<file path="config.mk">
export PLATFORM = sky130hd
export DESIGN_NAME = pt_walker
export DESIGN_NICKNAME = d
export VERILOG_FILES = /design/src/rtl/pt_walk_pkg.sv /design/src/rtl/pt_index_sel.sv /design/src/rtl/pt_entry_dec.sv /design/src/rtl/pt_walk_fsm.sv /design/src/rtl/pt_walker.sv
export SDC_FILE = /design/constraint.sdc
export NUM_CORES = 1
export LEC_CHECK = 0
export ABC_AREA = 1
export BUFFER_PORTS_ARGS = -buffer_cell sky130_fd_sc_hd__buf_2
export CORE_MARGIN = 2
export CORE_UTILIZATION = 35
export DETAILED_ROUTE_END_ITERATION = 16
export SLEW_MARGIN = 0
export SYNTH_ARGS = -nofsm -noshare
export SYNTH_HDL_FRONTEND = slang
export SYNTH_SLANG_ARGS = --single-unit
export TNS_END_PERCENT = 20
</file>
<file path="constraint.sdc">
create_clock -name clk_i -period 1.6 [get_ports clk_i]
set_input_delay 0.24 -clock clk_i [delete_from_list [all_inputs] [get_ports clk_i]]
set_output_delay 0.24 -clock clk_i [all_outputs]
set_load 0.05 [all_outputs]
</file>
<file path="src/rtl/pt_walk_pkg.sv">
package pt_walk_pkg;
  typedef enum logic [1:0] {
    ST_IDLE = 2'd0,
    ST_REQ  = 2'd1,
    ST_WAIT = 2'd2
  } walk_st_e;

  localparam int ENT_VALID_BIT = 0;
  localparam int ENT_WRITE_BIT = 1;
endpackage

</file>
<file path="src/rtl/pt_index_sel.sv">
module pt_index_sel #(
  parameter int LEVELS = 2,
  parameter int IDX_W  = 10,
  parameter int OFF_W  = 12,
  parameter int LVL_W  = 1,
  localparam int VA_W  = LEVELS * IDX_W + OFF_W
) (
  input  logic [VA_W-1:0]  vaddr_i,
  input  logic [LVL_W-1:0] lvl_i,
  output logic [IDX_W-1:0] idx_o
);
  logic [IDX_W-1:0] idx_a [LEVELS];

  for (genvar g = 0; g < LEVELS; g++) begin : g_idx
    // level 0 takes the most significant field
    assign idx_a[g] = vaddr_i[OFF_W + IDX_W*(LEVELS-1-g) +: IDX_W];
  end

  always_comb begin
    idx_o = '0;
    for (int l = 0; l < LEVELS; l++) begin
      if (lvl_i == LVL_W'(l)) idx_o = idx_a[l];
    end
  end

  logic unused_off;
  assign unused_off = ^vaddr_i[OFF_W-1:0];
endmodule

</file>
<file path="src/rtl/pt_entry_dec.sv">
module pt_entry_dec #(
  parameter int ENTRY_W = 32,
  parameter int OFF_W   = 12,
  parameter int FN_W    = 20
) (
  input  logic [ENTRY_W-1:0] entry_i,
  output logic               valid_o,
  output logic               writable_o,
  output logic [FN_W-1:0]    frame_o
);
  import pt_walk_pkg::*;

  assign valid_o    = entry_i[ENT_VALID_BIT];
  assign writable_o = entry_i[ENT_WRITE_BIT];
  assign frame_o    = entry_i[OFF_W +: FN_W];

  logic unused_rsvd;
  assign unused_rsvd = ^entry_i[OFF_W-1:ENT_WRITE_BIT+1];
endmodule

</file>
<file path="src/rtl/pt_walk_fsm.sv">
module pt_walk_fsm #(
  parameter int LEVELS = 2,
  parameter int IDX_W  = 10,
  parameter int OFF_W  = 12,
  parameter int FN_W   = 20,
  parameter int LVL_W  = 1,
  localparam int VA_W  = LEVELS * IDX_W + OFF_W,
  localparam int PA_W  = FN_W + OFF_W
) (
  input  logic             clk_i,
  input  logic             rst_ni,
  input  logic             start_i,
  input  logic [VA_W-1:0]  vaddr_i,
  input  logic             write_i,
  input  logic [FN_W-1:0]  root_i,
  input  logic             mem_ready_i,
  input  logic             rsp_valid_i,
  input  logic             ent_valid_i,
  input  logic             ent_wr_i,
  input  logic [FN_W-1:0]  ent_frame_i,
  output logic             idle_o,
  output logic             mem_valid_o,
  output logic [VA_W-1:0]  va_o,
  output logic [LVL_W-1:0] lvl_o,
  output logic [FN_W-1:0]  tbl_o,
  output logic             done_o,
  output logic             fault_o,
  output logic [PA_W-1:0]  paddr_o,
  output logic [LVL_W-1:0] flvl_o
);
  import pt_walk_pkg::*;

  localparam logic [LVL_W-1:0] LAST = LVL_W'(LEVELS - 1);

  walk_st_e st_q;
  logic     wr_q;

  always_ff @(posedge clk_i or negedge rst_ni) begin
    if (!rst_ni) begin
      st_q    <= ST_IDLE;
      wr_q    <= 1'b0;
      va_o    <= '0;
      lvl_o   <= '0;
      tbl_o   <= '0;
      done_o  <= 1'b0;
      fault_o <= 1'b0;
      paddr_o <= '0;
      flvl_o  <= '0;
    end else begin
      done_o  <= 1'b0;
      fault_o <= 1'b0;
      unique case (st_q)
        ST_IDLE: if (start_i) begin
          va_o  <= vaddr_i;
          wr_q  <= write_i;
          tbl_o <= root_i;
          lvl_o <= '0;
          st_q  <= ST_REQ;
        end
        ST_REQ: if (mem_ready_i) st_q <= ST_WAIT;
        ST_WAIT: if (rsp_valid_i) begin
          if (!ent_valid_i) begin
            fault_o <= 1'b1;
            flvl_o  <= lvl_o;
            st_q    <= ST_IDLE;
          end else if (lvl_o == LAST) begin
            if (wr_q && !ent_wr_i) begin
              fault_o <= 1'b1;
              flvl_o  <= lvl_o;
            end else begin
              done_o  <= 1'b1;
              paddr_o <= {ent_frame_i, va_o[OFF_W-1:0]};
            end
            st_q <= ST_IDLE;
          end else begin
            tbl_o <= ent_frame_i;
            lvl_o <= lvl_o + LVL_W'(1);
            st_q  <= ST_REQ;
          end
        end
        default: st_q <= ST_IDLE;
      endcase
    end
  end

  assign idle_o      = (st_q == ST_IDLE);
  assign mem_valid_o = (st_q == ST_REQ);
endmodule

</file>
<file path="src/rtl/pt_walker.sv">
module pt_walker #(
  parameter int LEVELS  = 2,
  parameter int OFF_W   = 12,
  parameter int PA_W    = 32,
  parameter int ENTRY_W = 32,
  localparam int ENT_SH = $clog2(ENTRY_W / 8),
  localparam int IDX_W  = OFF_W - ENT_SH,
  localparam int FN_W   = PA_W - OFF_W,
  localparam int VA_W   = LEVELS * IDX_W + OFF_W,
  localparam int LVL_W  = (LEVELS > 1) ? $clog2(LEVELS) : 1
) (
  input  logic               clk_i,
  input  logic               rst_ni,
  input  logic               root_load_i,
  input  logic [FN_W-1:0]    root_frame_i,
  input  logic               req_valid_i,
  output logic               req_ready_o,
  input  logic [VA_W-1:0]    req_vaddr_i,
  input  logic               req_write_i,
  output logic               mem_req_valid_o,
  input  logic               mem_req_ready_i,
  output logic [PA_W-1:0]    mem_req_addr_o,
  input  logic               mem_rsp_valid_i,
  input  logic [ENTRY_W-1:0] mem_rsp_data_i,
  output logic               busy_o,
  output logic               done_o,
  output logic               fault_o,
  output logic [PA_W-1:0]    paddr_o,
  output logic [LVL_W-1:0]   fault_level_o
);
  logic [FN_W-1:0]  root_q;
  logic             idle;
  logic [VA_W-1:0]  va;
  logic [LVL_W-1:0] lvl;
  logic [FN_W-1:0]  tbl;
  logic [IDX_W-1:0] idx;
  logic             ent_valid, ent_wr;
  logic [FN_W-1:0]  ent_frame;

  always_ff @(posedge clk_i or negedge rst_ni) begin
    if (!rst_ni)          root_q <= '0;
    else if (root_load_i) root_q <= root_frame_i;
  end

  pt_index_sel #(.LEVELS(LEVELS), .IDX_W(IDX_W), .OFF_W(OFF_W), .LVL_W(LVL_W)) u_idx (
    .vaddr_i(va), .lvl_i(lvl), .idx_o(idx)
  );

  pt_entry_dec #(.ENTRY_W(ENTRY_W), .OFF_W(OFF_W), .FN_W(FN_W)) u_dec (
    .entry_i(mem_rsp_data_i), .valid_o(ent_valid), .writable_o(ent_wr), .frame_o(ent_frame)
  );

  pt_walk_fsm #(.LEVELS(LEVELS), .IDX_W(IDX_W), .OFF_W(OFF_W), .FN_W(FN_W), .LVL_W(LVL_W)) u_fsm (
    .clk_i(clk_i), .rst_ni(rst_ni),
    .start_i(req_valid_i && idle), .vaddr_i(req_vaddr_i), .write_i(req_write_i),
    .root_i(root_q), .mem_ready_i(mem_req_ready_i), .rsp_valid_i(mem_rsp_valid_i),
    .ent_valid_i(ent_valid), .ent_wr_i(ent_wr), .ent_frame_i(ent_frame),
    .idle_o(idle), .mem_valid_o(mem_req_valid_o), .va_o(va), .lvl_o(lvl), .tbl_o(tbl),
    .done_o(done_o), .fault_o(fault_o), .paddr_o(paddr_o), .flvl_o(fault_level_o)
  );

  assign mem_req_addr_o = {tbl, idx, ENT_SH'(0)};
  assign req_ready_o    = idle;
  assign busy_o         = !idle;
endmodule

</file>
==> results of run 1 <==
==> registers in the layout (all words and copies together), names as in the netlist <==
signal	flops
u_fsm.tbl_o	20
u_fsm.st_q	2
u_fsm.lvl_o	1
u_fsm.va_o	32
u_fsm.wr_q	1
u_fsm.flvl_o	1
u_fsm.paddr_o	32
root_q	20
u_fsm.done_o	1
u_fsm.fault_o	1
==> power by group through the flow <==
stage | clock [mW] | sequential [mW] | combinational [mW]
floorplan | 0 | 5.68 | 3.03
global placement | 0 | 4.27 | 6.06
detailed placement | 0 | 4.32 | 6.14
CTS | 2.29 | 4.28 | 6.31
global route | 2.41 | 4.38 | 6.87
finish | 2.24 | 4.27 | 6.33
==> through the flow <==
| step | area (um^2) | setup TNS [ns] | power [mW] | hold slack, ns |
|---|---|---|---|---|
| 6_report | 6190 | 0 | 12.8 | 0.106 |
| 5_1_grt | 6190 | -0.0566 | 13.7 | 0.112 |
| 4_1_cts | 6160 | 0 | 12.9 | 0.0959 |
| 3_5_place_dp | 5820 | 0 | 10.5 | 0.140 |
| 3_3_place_gp | 5820 | 0 | 10.3 | 0.137 |
| 2_1_floorplan | 4830 | 0 | 8.71 | -0.0556 |
==> routing by layer <==
metal / vias to the layer above / GRT usage / part of all wire
met5: - / 0 / 0
met4: 0 / 0.0797 / 0.023
met3: 22 / 0.0282 / 0.050
met2: 131 / 0.298 / 0.48
met1: 2078 / 0.250 / 0.44
li1: 2067 / - / -
==> cell families (layout without fill, tap and decap cells) <==
| group | Yosys count | after routing | share of synthesized area |
|---|---|---|---|
| AND/OR/NAND/NOR | 342 | 342 | 0.294 |
| buffers and inverters | 49 | 197 | 0.0474 |
| flip-flops | 111 | 111 | 0.575 |
| multiplexers | 20 | 20 | 0.0466 |
| AO/OA/AOI/OAI | 35 | 35 | 0.0363 |
| other | 1 | 2 | 0.000776 |
==> layout by cell type, fill, tap and decap left out, drive strengths merged <==
cell type      n
nand4          2
a21oi          2
dfrtp        111
buf          169
dlygate4sd3    1
clkinv         1
mux2          20
conb           2
nor2           5
inv           12
o21ai         33
bufinv         1
nand3         79
clkinvlp       2
clkbuf        11
nand2        256
==> worst max path at each step <==
| stage | start | endpoint | slack [ns] | depth (start not counted) |
|---|---|---|---|---|
| after floorplan | u_fsm.st_q[1] | u_fsm.tbl_o[0] | 0.17 | 7 |
| after detailed placement | u_fsm.st_q[1] | u_fsm.tbl_o[6] | 0.12 | 7 |
| after global placement | u_fsm.st_q[1] | u_fsm.tbl_o[6] | 0.17 | 6 |
| after global routing | u_fsm.lvl_o | mem_req_addr_o[10] | -0.02 | 4 |
| after CTS | u_fsm.lvl_o | mem_req_addr_o[10] | 0.01 | 5 |
| final | u_fsm.st_q[1] | busy_o | 0.06 | 3 |
==> timing repair <==
item,4_1_cts,5_1_grt
pin swaps,1,0
buffers inserted,2,0
hold buffers,1,0
gates resized for setup,11,9
setup endpoints to repair,13,28
endpoints found under the hold margin,17,0
==> cell type report <==
cell class	instances	area (um^2)
Timing Repair Buffer	171	1030
Multi-Input combinational cell	399	1830
Fill cell	1344	7160
Sequential cell	111	2780
Inverter	11	43.8
Tap cell	176	220
Clock buffer	10	229
Clock inverter	5	58.8
==> critical path: cells and delay by family (launching register included) <==
kind                   cells  cell delay [ns]
AND/OR/NAND/NOR            1             0.18
flip-flops                 1             0.49
buffers and inverters      2             0.28
==> impl_metrics.yaml, run 1 <==
yosys:
  syn_area_per_cell_um2: 8.66
  yosysTopAreaCell: "dfrtp_1"
  ys_warn_count: 0
  netlist.area_leader.share: 0.575
  yosysMostFrequentCell: "nand2_1"
  synthTopCellsByArea: "dfrtp_1 57%, nand2_1 20%, nand3_1 8.2%"
  synth_async_sr_flop_share: 1.00
  syn_inst: 558
  yosys_most_used_dff: "dfrtp_1"
  synth_edf_count: 0
  synthesis.area_um2: 4830
  ys_types: 18
  synthTopCellsByCount: "255 x nand2_1, 111 x dfrtp_1, 79 x nand3_1, 33 x o21ai_0, 20 x mux2_2"
  ys_seq_elements: 111
  seq_area_frac_synth: 0.575
critical_path:
  r2r-end: "u_fsm.tbl_o[6]"
  cp_slowest_cell: "dfrtp_2"
  crit_fanout: 8
  critical_path_arrival_ns: 1.30
  critical_path_required_ns: 1.36
  cp-end-kind: "output pin"
  cp_cell_sequence: "nor2_4 > inv_1 > buf_2"
  critical_path_class: "reg2out"
  max_stage_delay_ns: 0.49
  startpoint_type: "register"
  r2r-start: "u_fsm.st_q[1]"
  reg2reg_slack_ns: 0.15
  reg2regPathDepth: 7
place:
  place_ws_ns: 0.123
  dpl.hpwl_um: 9510
  io_buffers: 148
  gp_congestion: 0.840
  dp.cells: 865
drt:
  antenna_left: 0
  first_pass_iters: 7
  drc_errors: 0
  num_vias: 4298
  viasPerCell: 4.87
  drtIter0Drc: 257
  wl_per_cell_um: 15.1
  wirelength_um: 13300
floorplanning:
  ioPinCount: 161
  start_util: 0.362
  rows: 42
  core-area_um2: 13300
  die_w_um: 121
  die_y_um: 121
  dieArea_um2: 14800
final_layout:
  area_delta_synth_final_pct: 28.0
  nNetsFinal: 794
  drive_gt1_frac: 0.298
  diodes: 0
  final_core_util: 0.463
  final_cells: 883
clocking:
  h-tree-depth: 3
  cts_buffers: 9
  root_buffer: "clkbuf_16"
  cts_sinks: 111
  cts.path.max_buffers: 2
  cts_tree: "done"
  clk-insertion-delay-late_ns: 0.35
  clk_pin_slew_ns: 0.08
hold_path:
  holdPathEnd: "u_fsm.paddr_o[16]"
  hold_depth: 3
  hold_start: "mem_rsp_data_i[16]"
  hold_path_class: "in2reg"
timing:
  hold_viol_final: 0
  setup_viol: 0
  finalCritPeriodShare: 0.964
  rsz0062_at_grt: "yes"
  setup_ws_ns: 0.0575
  fin_crit_ns: 1.54
  fin_skew_ns: 0.00956
  slew_violations: 0
  max_freq_mhz: 648
power:
  power_density_nw_per_um2: 2080
  pwr-share-comb: 0.493
  clockPowerShare: 0.175
  internal_power_mw: 6.68
  switching_share: 0.479
  p_switching_mw: 6.15
  seqPwrFrac: 0.332
  ir_worst_vdd_mv: 1.37
  power.leakage_nw: 3.54
run:
  cap_violations: 0
global_route:
  grt_pass1_wl_um: 21200
  grt_max_degree: 49
  grt_pass1_vias: 4327
  grt.overflow.total: 0
  track_usage: 0.185
  antenna_found_initial: 0
run_status:
  status: "complete, no violations"
(Power assumes the default switching activity.)
==> run 2: changes to the inputs <==
--- a/config.mk
+++ b/config.mk
@@ -8,8 +8,9 @@
 export ABC_AREA = 1
 export BUFFER_PORTS_ARGS = -buffer_cell sky130_fd_sc_hd__buf_2
 export CORE_MARGIN = 2
-export CORE_UTILIZATION = 35
+export CORE_UTILIZATION = 50
 export DETAILED_ROUTE_END_ITERATION = 16
+export PLACE_DENSITY = 0.79
 export SLEW_MARGIN = 0
 export SYNTH_ARGS = -nofsm -noshare
 export SYNTH_HDL_FRONTEND = slang
==> run 2 against run 1 <==
Compared with the run above:
- the flow now finishes with violations (negative setup slack)
- combinational power increased by 1%
- non-clock buffer count increased by 2
- register-to-register slack got worse by 0.03 ns
- design area decreased by 1.8%
- flip-flop and latch count unchanged
- first-iteration DRC count decreased by 49%
- utilization increased by 19 points
- highest routed layer unchanged
==> impl_metrics.yaml, run 2 (synthesized netlist as in run 1, its figures left out) <==
run_status:
  violations: "negative setup slack"
  status: "finished, violations left"
timing:
  max_freq_mhz: 619
  finalCritPeriodShare: 1.01
  hold_viol_final: 0
  rsz0062_at_grt: "yes"
  hold_ws_ns: 0.0980
  setup_viol: 1
  fin_skew_ns: 0.0213
  fin_crit_ns: 1.62
  slew_violations: 0
  setup_ws_ns: -0.0164
floorplanning:
  core-area_um2: 9330
  die_y_um: 102
  ioPinCount: 161
  dieArea_um2: 10500
  die_w_um: 102
  rows: 35
  start_util: 0.518
drt:
  wl_per_cell_um: 14.3
  viasPerCell: 5.11
  dr.max_layer_used: "met4"
  first_pass_iters: 4
  drc_errors: 0
  wirelength_um: 12000
  drt-met1-wl_um: 5020
  num_vias: 4295
  wl_met2_um: 6150
  wl_met3_um: 633
  antenna_left: 0
  drtIter0Drc: 131
power:
  switching_share: 0.494
  internal_power_mw: 6.18
  ir_worst_vdd_mv: 1.17
  seqPwrFrac: 0.351
  pwr-share-comb: 0.524
  p_switching_mw: 6.03
  total_power_mw: 12.2
  power.leakage_nw: 3.49
  power_density_nw_per_um2: 2010
  clockPowerShare: 0.125
final_layout:
  final_core_util: 0.651
  mostFrequentLayoutCells: "252 x nand2_1, 135 x buf_2, 108 x dfrtp_1"
  area_delta_synth_final_pct: 25.8
  drive_gt1_frac: 0.309
  largestRegisters: "u_fsm.paddr_o: 32 flops, u_fsm.va_o: 32 flops"
  nNetsFinal: 797
  final_common_cell: "nand2_1"
critical_path:
  critical_path_class: "reg2out"
  critical_path_arrival_ns: 1.38
  critical_path_required_ns: 1.36
  crit_fanout: 6
  startpoint_type: "register"
  reg2regPathDepth: 7
  cp-end-kind: "output pin"
clocking:
  cts_buffers: 9
  cts_sinks: 111
  cts.path.max_buffers: 2
  h-tree-depth: 3
  clk-insertion-delay-late_ns: 0.36
  root_buffer: "clkbuf_8"
  clk_pin_slew_ns: 0.08
  cts_tree: "done"
global_route:
  antenna_found_initial: 1
  grt.overflow.total: 0
  grt_pass1_vias: 4189
  grt_max_degree: 47
  track_usage: 0.231
  grt_pass1_wl_um: 19000
hold_path:
  hold_path_class: "in2reg"
  hold_depth: 2
run:
  cap_violations: 0
place:
  gp_congestion: 0.829
  io_buffers: 148
  dpl.hpwl_um: 8620
[run 2: cell count changes in the layout (fill, tap and decap cells not counted), sizes merged]
cell	delta
buf	+3
bufinv	-1
clkbuf	+1
clkinvlp	+3
diode	+1
inv	-2
[run 2: power by group through the flow]
| stage | clock network [mW] | registers, mW | logic, mW |
|---|---|---|---|
| floorplan | 0 | 5.68 | 3.03 |
| global placement | 0 | 4.26 | 5.94 |
| detailed placement | 0 | 4.28 | 6.07 |
| CTS | 1.55 | 4.25 | 6.24 |
| global route | 1.67 | 4.39 | 6.90 |
| finish | 1.53 | 4.29 | 6.40 |
[run 2: area by class of cell]
type	instances	area, um^2
inverters	11	47.5
repair buffers	173	1060
flip-flops and latches	111	2780
fillers	852	3250
multi-input cells	399	1840
well taps	129	161
repair inverters	1	7.51
diodes	1	2.50
clock inverters	4	31.3
clock buffers	12	145
[run 2: metal layers]
metal	GRT usage	vias to the layer above
met5	0	-
met4	0.0974	0
met3	0.0363	23
met2	0.397	144
met1	0.293	2049
li1	-	2079
[run 2: path summary, 6_finish.rpt]
path / start / slack, ns / endpoint
worst max register to register: u_fsm.lvl_o / 0.12 / u_fsm.st_q[0]
worst max-delay path: u_fsm.lvl_o / -0.02 / mem_req_addr_o[10]
max in group asynchronous: rst_ni / 0.64 / u_fsm.st_q[0]
min in group asynchronous: rst_ni / 0.35 / u_fsm.va_o[15]
worst min-delay path: mem_req_ready_i / 0.1 / u_fsm.st_q[0]
worst min register to register: u_fsm.va_o[0] / 0.48 / u_fsm.va_o[0]
[run 2: worst max-delay path, cell delays in order, from the launching register on]
cell        delay, ns
dfrtp_2          0.47
clkinvlp_4       0.20
nand2_1          0.10
nand2_1          0.06
buf_4            0.19
[run 2: repair_timing]
item | CTS | global route
hold buffers | 1 | 0
endpoints found under the hold margin | 27 | 0
gates cloned | 1 | 0
buffers inserted | 1 | 3
setup endpoints to repair | 13 | 35
pin swaps | 0 | 2
resized for setup | 16 | 15
[run 2: through the flow]
| stage | instance area [um^2] | instances | setup WS (ns) | TNS (ns) |
|---|---|---|---|---|
| 2_1_floorplan | 4830 | 559 | 0.168 | 0 |
| 3_3_place_gp | 5760 | 818 | 0.140 | 0 |
| 3_5_place_dp | 5760 | 818 | 0.105 | 0 |
| 4_1_cts | 6000 | 837 | -0.0568 | -0.0568 |
| 5_1_grt | 6080 | 841 | -0.0807 | -0.400 |
| 6_report | 6080 | 841 | -0.0164 | -0.0164 |
==> run 3: changes to the inputs <==
--- a/config.mk
+++ b/config.mk
@@ -5,12 +5,12 @@
 export SDC_FILE = /design/constraint.sdc
 export NUM_CORES = 1
 export LEC_CHECK = 0
-export ABC_AREA = 1
 export BUFFER_PORTS_ARGS = -buffer_cell sky130_fd_sc_hd__buf_2
 export CORE_MARGIN = 2
 export CORE_UTILIZATION = 50
+export CTS_BUF_LIST = sky130_fd_sc_hd__clkbuf_16
 export DETAILED_ROUTE_END_ITERATION = 16
-export PLACE_DENSITY = 0.79
+export PLACE_DENSITY = 0.8
 export SLEW_MARGIN = 0
 export SYNTH_ARGS = -nofsm -noshare
 export SYNTH_HDL_FRONTEND = slang
==> run 3 against run 2 <==
Compared with the run above:
- combinational power fell by 7.0%
- global-route usage fell by 2.9 points
- final cell count fell by 32%
- hold slack improved by 0.032 ns
- die area fell by 2.6%
- via count fell by 32%
- non-clock buffer count fell by 3
- largest power group unchanged
- routed wire length fell by 16%
- count of clock-buffer cells in the layout fell by 3
- design area rose by 3.1%
- power rose by 4.3%
- largest cell class unchanged
- sequential power fell by 1%
- the flow still finishes with violations (negative setup slack)
==> impl_metrics.yaml, run 3 <==
run_status:
  status: "finished, violations left"
  violations: "negative setup slack"
place:
  gp_congestion: 0.705
  dp.cells: 549
  dpl.hpwl_um: 6770
  place_ws_ns: -0.116
  io_buffers: 148
clocking:
  h-tree-depth: 3
  clk_pin_slew_ns: 0.07
  clk-insertion-delay-late_ns: 0.34
  cts_tree: "done"
  cts_sinks: 111
  root_buffer: "clkbuf_16"
  cts.path.max_buffers: 2
  cts_buffers: 9
timing:
  setup_ws_ns: -0.0813
  tightest_slew_ns: 0.504
  hold_ws_ns: 0.130
  max_freq_mhz: 595
  fin_skew_ns: 0.00930
  finalCritPeriodShare: 1.05
  rsz0062_at_grt: "yes"
  max_slew_margin: 0.664
  finalSetupTns_ns: -2.48
  setup_viol: 53
  slew_violations: 0
  hold_viol_final: 0
  fin_crit_ns: 1.68
power:
  power.leakage_nw: 3.21
  power_density_nw_per_um2: 2030
  switching_share: 0.389
  p_switching_mw: 4.95
  seqPwrFrac: 0.332
  pwr-share-comb: 0.467
  ir_worst_vdd_mv: 1.03
  internal_power_mw: 7.78
  clockPowerShare: 0.201
final_layout:
  diodes: 0
  mostFrequentLayoutCells: "135 x buf_2, 110 x dfrtp_1, 89 x mux2_2"
  final_common_cell: "buf_2"
  final_cells: 571
  final_core_util: 0.681
  largestRegisters: "u_fsm.paddr_o: 32 flops, u_fsm.va_o: 32 flops"
  drive_gt1_frac: 0.713
  area_delta_synth_final_pct: 33.2
  nNetsFinal: 546
yosys:
  ys_seq_elements: 111
  synth_compound_area_frac: 0.0136
  ys_warn_count: 0
  synth_xor_area_frac: 0
  yosys_most_used_dff: "dfrtp_1"
  synthAdderAreaFrac: 0
  synth_simple_gate_area_frac: 0.0165
  syn_area_per_cell_um2: 16.2
  syn_inst: 291
  synth_edf_count: 0
  seq_area_frac_synth: 0.591
  synthMuxAreaShare: 0.346
  synth_async_sr_flop_share: 1.00
  yosysMostFrequentCell: "dfrtp_1"
  ys_types: 24
  synthTopCellsByCount: "111 x dfrtp_1, 106 x mux2_2, 29 x mux2_4, 6 x inv_1"
  netlist.area_leader.share: 0.591
  synthTopCellsByArea: "dfrtp_1 59%, mux2_2 25%, mux2_4 9.3%"
  yosysTopAreaCell: "dfrtp_1"
  synth_top_family_by_area: "multiplexers"
  synthesis.area_um2: 4700
drt:
  first_pass_iters: 4
  antenna_left: 0
  num_vias: 2936
  drtIter0Drc: 32
  wl_per_cell_um: 17.7
  viasPerCell: 5.14
  wirelength_um: 10100
  drc_errors: 0
critical_path:
  cp-end-kind: "output pin"
  critical_path_class: "reg2out"
  r2r-start: "u_fsm.lvl_o"
  crit_fanout: 10
  startpoint_type: "register"
  setup.worst_path.start: "u_fsm.lvl_o"
  critical_path_arrival_ns: 1.44
  critical_path_required_ns: 1.36
floorplanning:
  die_y_um: 101
  dieArea_um2: 10200
  start_util: 0.511
  ioPinCount: 161
  core-area_um2: 9200
  rows: 35
  die_w_um: 101
run:
  cap_violations: 0
global_route:
  grt_pass1_wl_um: 15900
  grt_pass1_vias: 3176
  antenna_found_initial: 0
  track_usage: 0.202
  grt_max_degree: 47
  grt.overflow.total: 0
hold_path:
  hold_path_class: "in2reg"
  hold_start: "mem_req_ready_i"
[run 3: changes by cell type in the layout (fill, tap and decap cells not counted), sizes merged, moves of 5 or more]
cell,previous run,this run
nor2,5,0
nand3,79,0
o21ai,33,2
mux2,20,135
nand2,256,1
[run 3: metal layers]
metal	routed length (um)	track usage
met5	0	0
met4	122	0.0613
met3	690	0.0583
met2	4940	0.339
met1	4380	0.255
[run 3: power groups by stage]
stage | Sequential [mW] | Clock, mW | Combinational, mW
final | 4.23 | 2.56 | 5.95
after global routing | 4.34 | 2.72 | 6.23
after CTS | 4.21 | 2.59 | 5.80
after detailed placement | 4.25 | 0 | 5.28
after global placement | 4.17 | 0 | 5.17
after floorplan | 5.56 | 0 | 2.70
[run 3: metrics by stage]
stage / area (um^2) / total power [mW]
2_1_floorplan: 4730 / 8.26
3_3_place_gp: 5670 / 9.35
3_5_place_dp: 5670 / 9.54
4_1_cts: 6190 / 12.6
5_1_grt: 6260 / 13.3
6_report: 6260 / 12.7
[run 3: final timing paths]
| check | to | slack, ns | depth (start not counted) |
|---|---|---|---|
| setup / recovery | mem_req_addr_o[6] | -0.08 | 3 |
| hold / removal | u_fsm.st_q[1] | 0.13 | 3 |
| setup reg to reg | u_fsm.paddr_o[21] | -0.08 | 5 |
| hold reg to reg | u_fsm.tbl_o[9] | 0.51 | 1 |
| max in group asynchronous | u_fsm.tbl_o[6] | 0.69 | 3 |
| min in group asynchronous | u_fsm.paddr_o[13] | 0.36 | 2 |
[run 3: area by class of cell]
type                       count  area, um^2
tap                          111         139
inverter                       6        26.3
fill                         666        2930
sequential                   111        2780
clock buffer                   9         225
timing repair buffer         170        1120
multi-input combinational    157        1860
clock inverter                 7         120
[run 3: critical path, stage by stage, from the launching register on]
cell     delay [ns]
dfrtp_1        0.39
buf_6          0.20
mux2_2         0.36
buf_6          0.15
[run 3: kinds of logic (layout without fill, tap and decap cells)]
logic type	count (synthesis)	count (layout)
DFF	111	111
other	1	2
AOI/OAI and AO/OA	10	10
muxes	135	135
and+or+nand+nor	10	10
buffers and inverters	24	192
[run 3: repair_timing]
item / in CTS / in global routing
hold buffers: 1 / 0
cloned: 1 / 0
setup buffers: 4 / 0
hold endpoints to repair: 22 / 0
setup endpoints to repair: 97 / 97
gates resized for setup: 37 / 20
pin swaps: 1 / 1
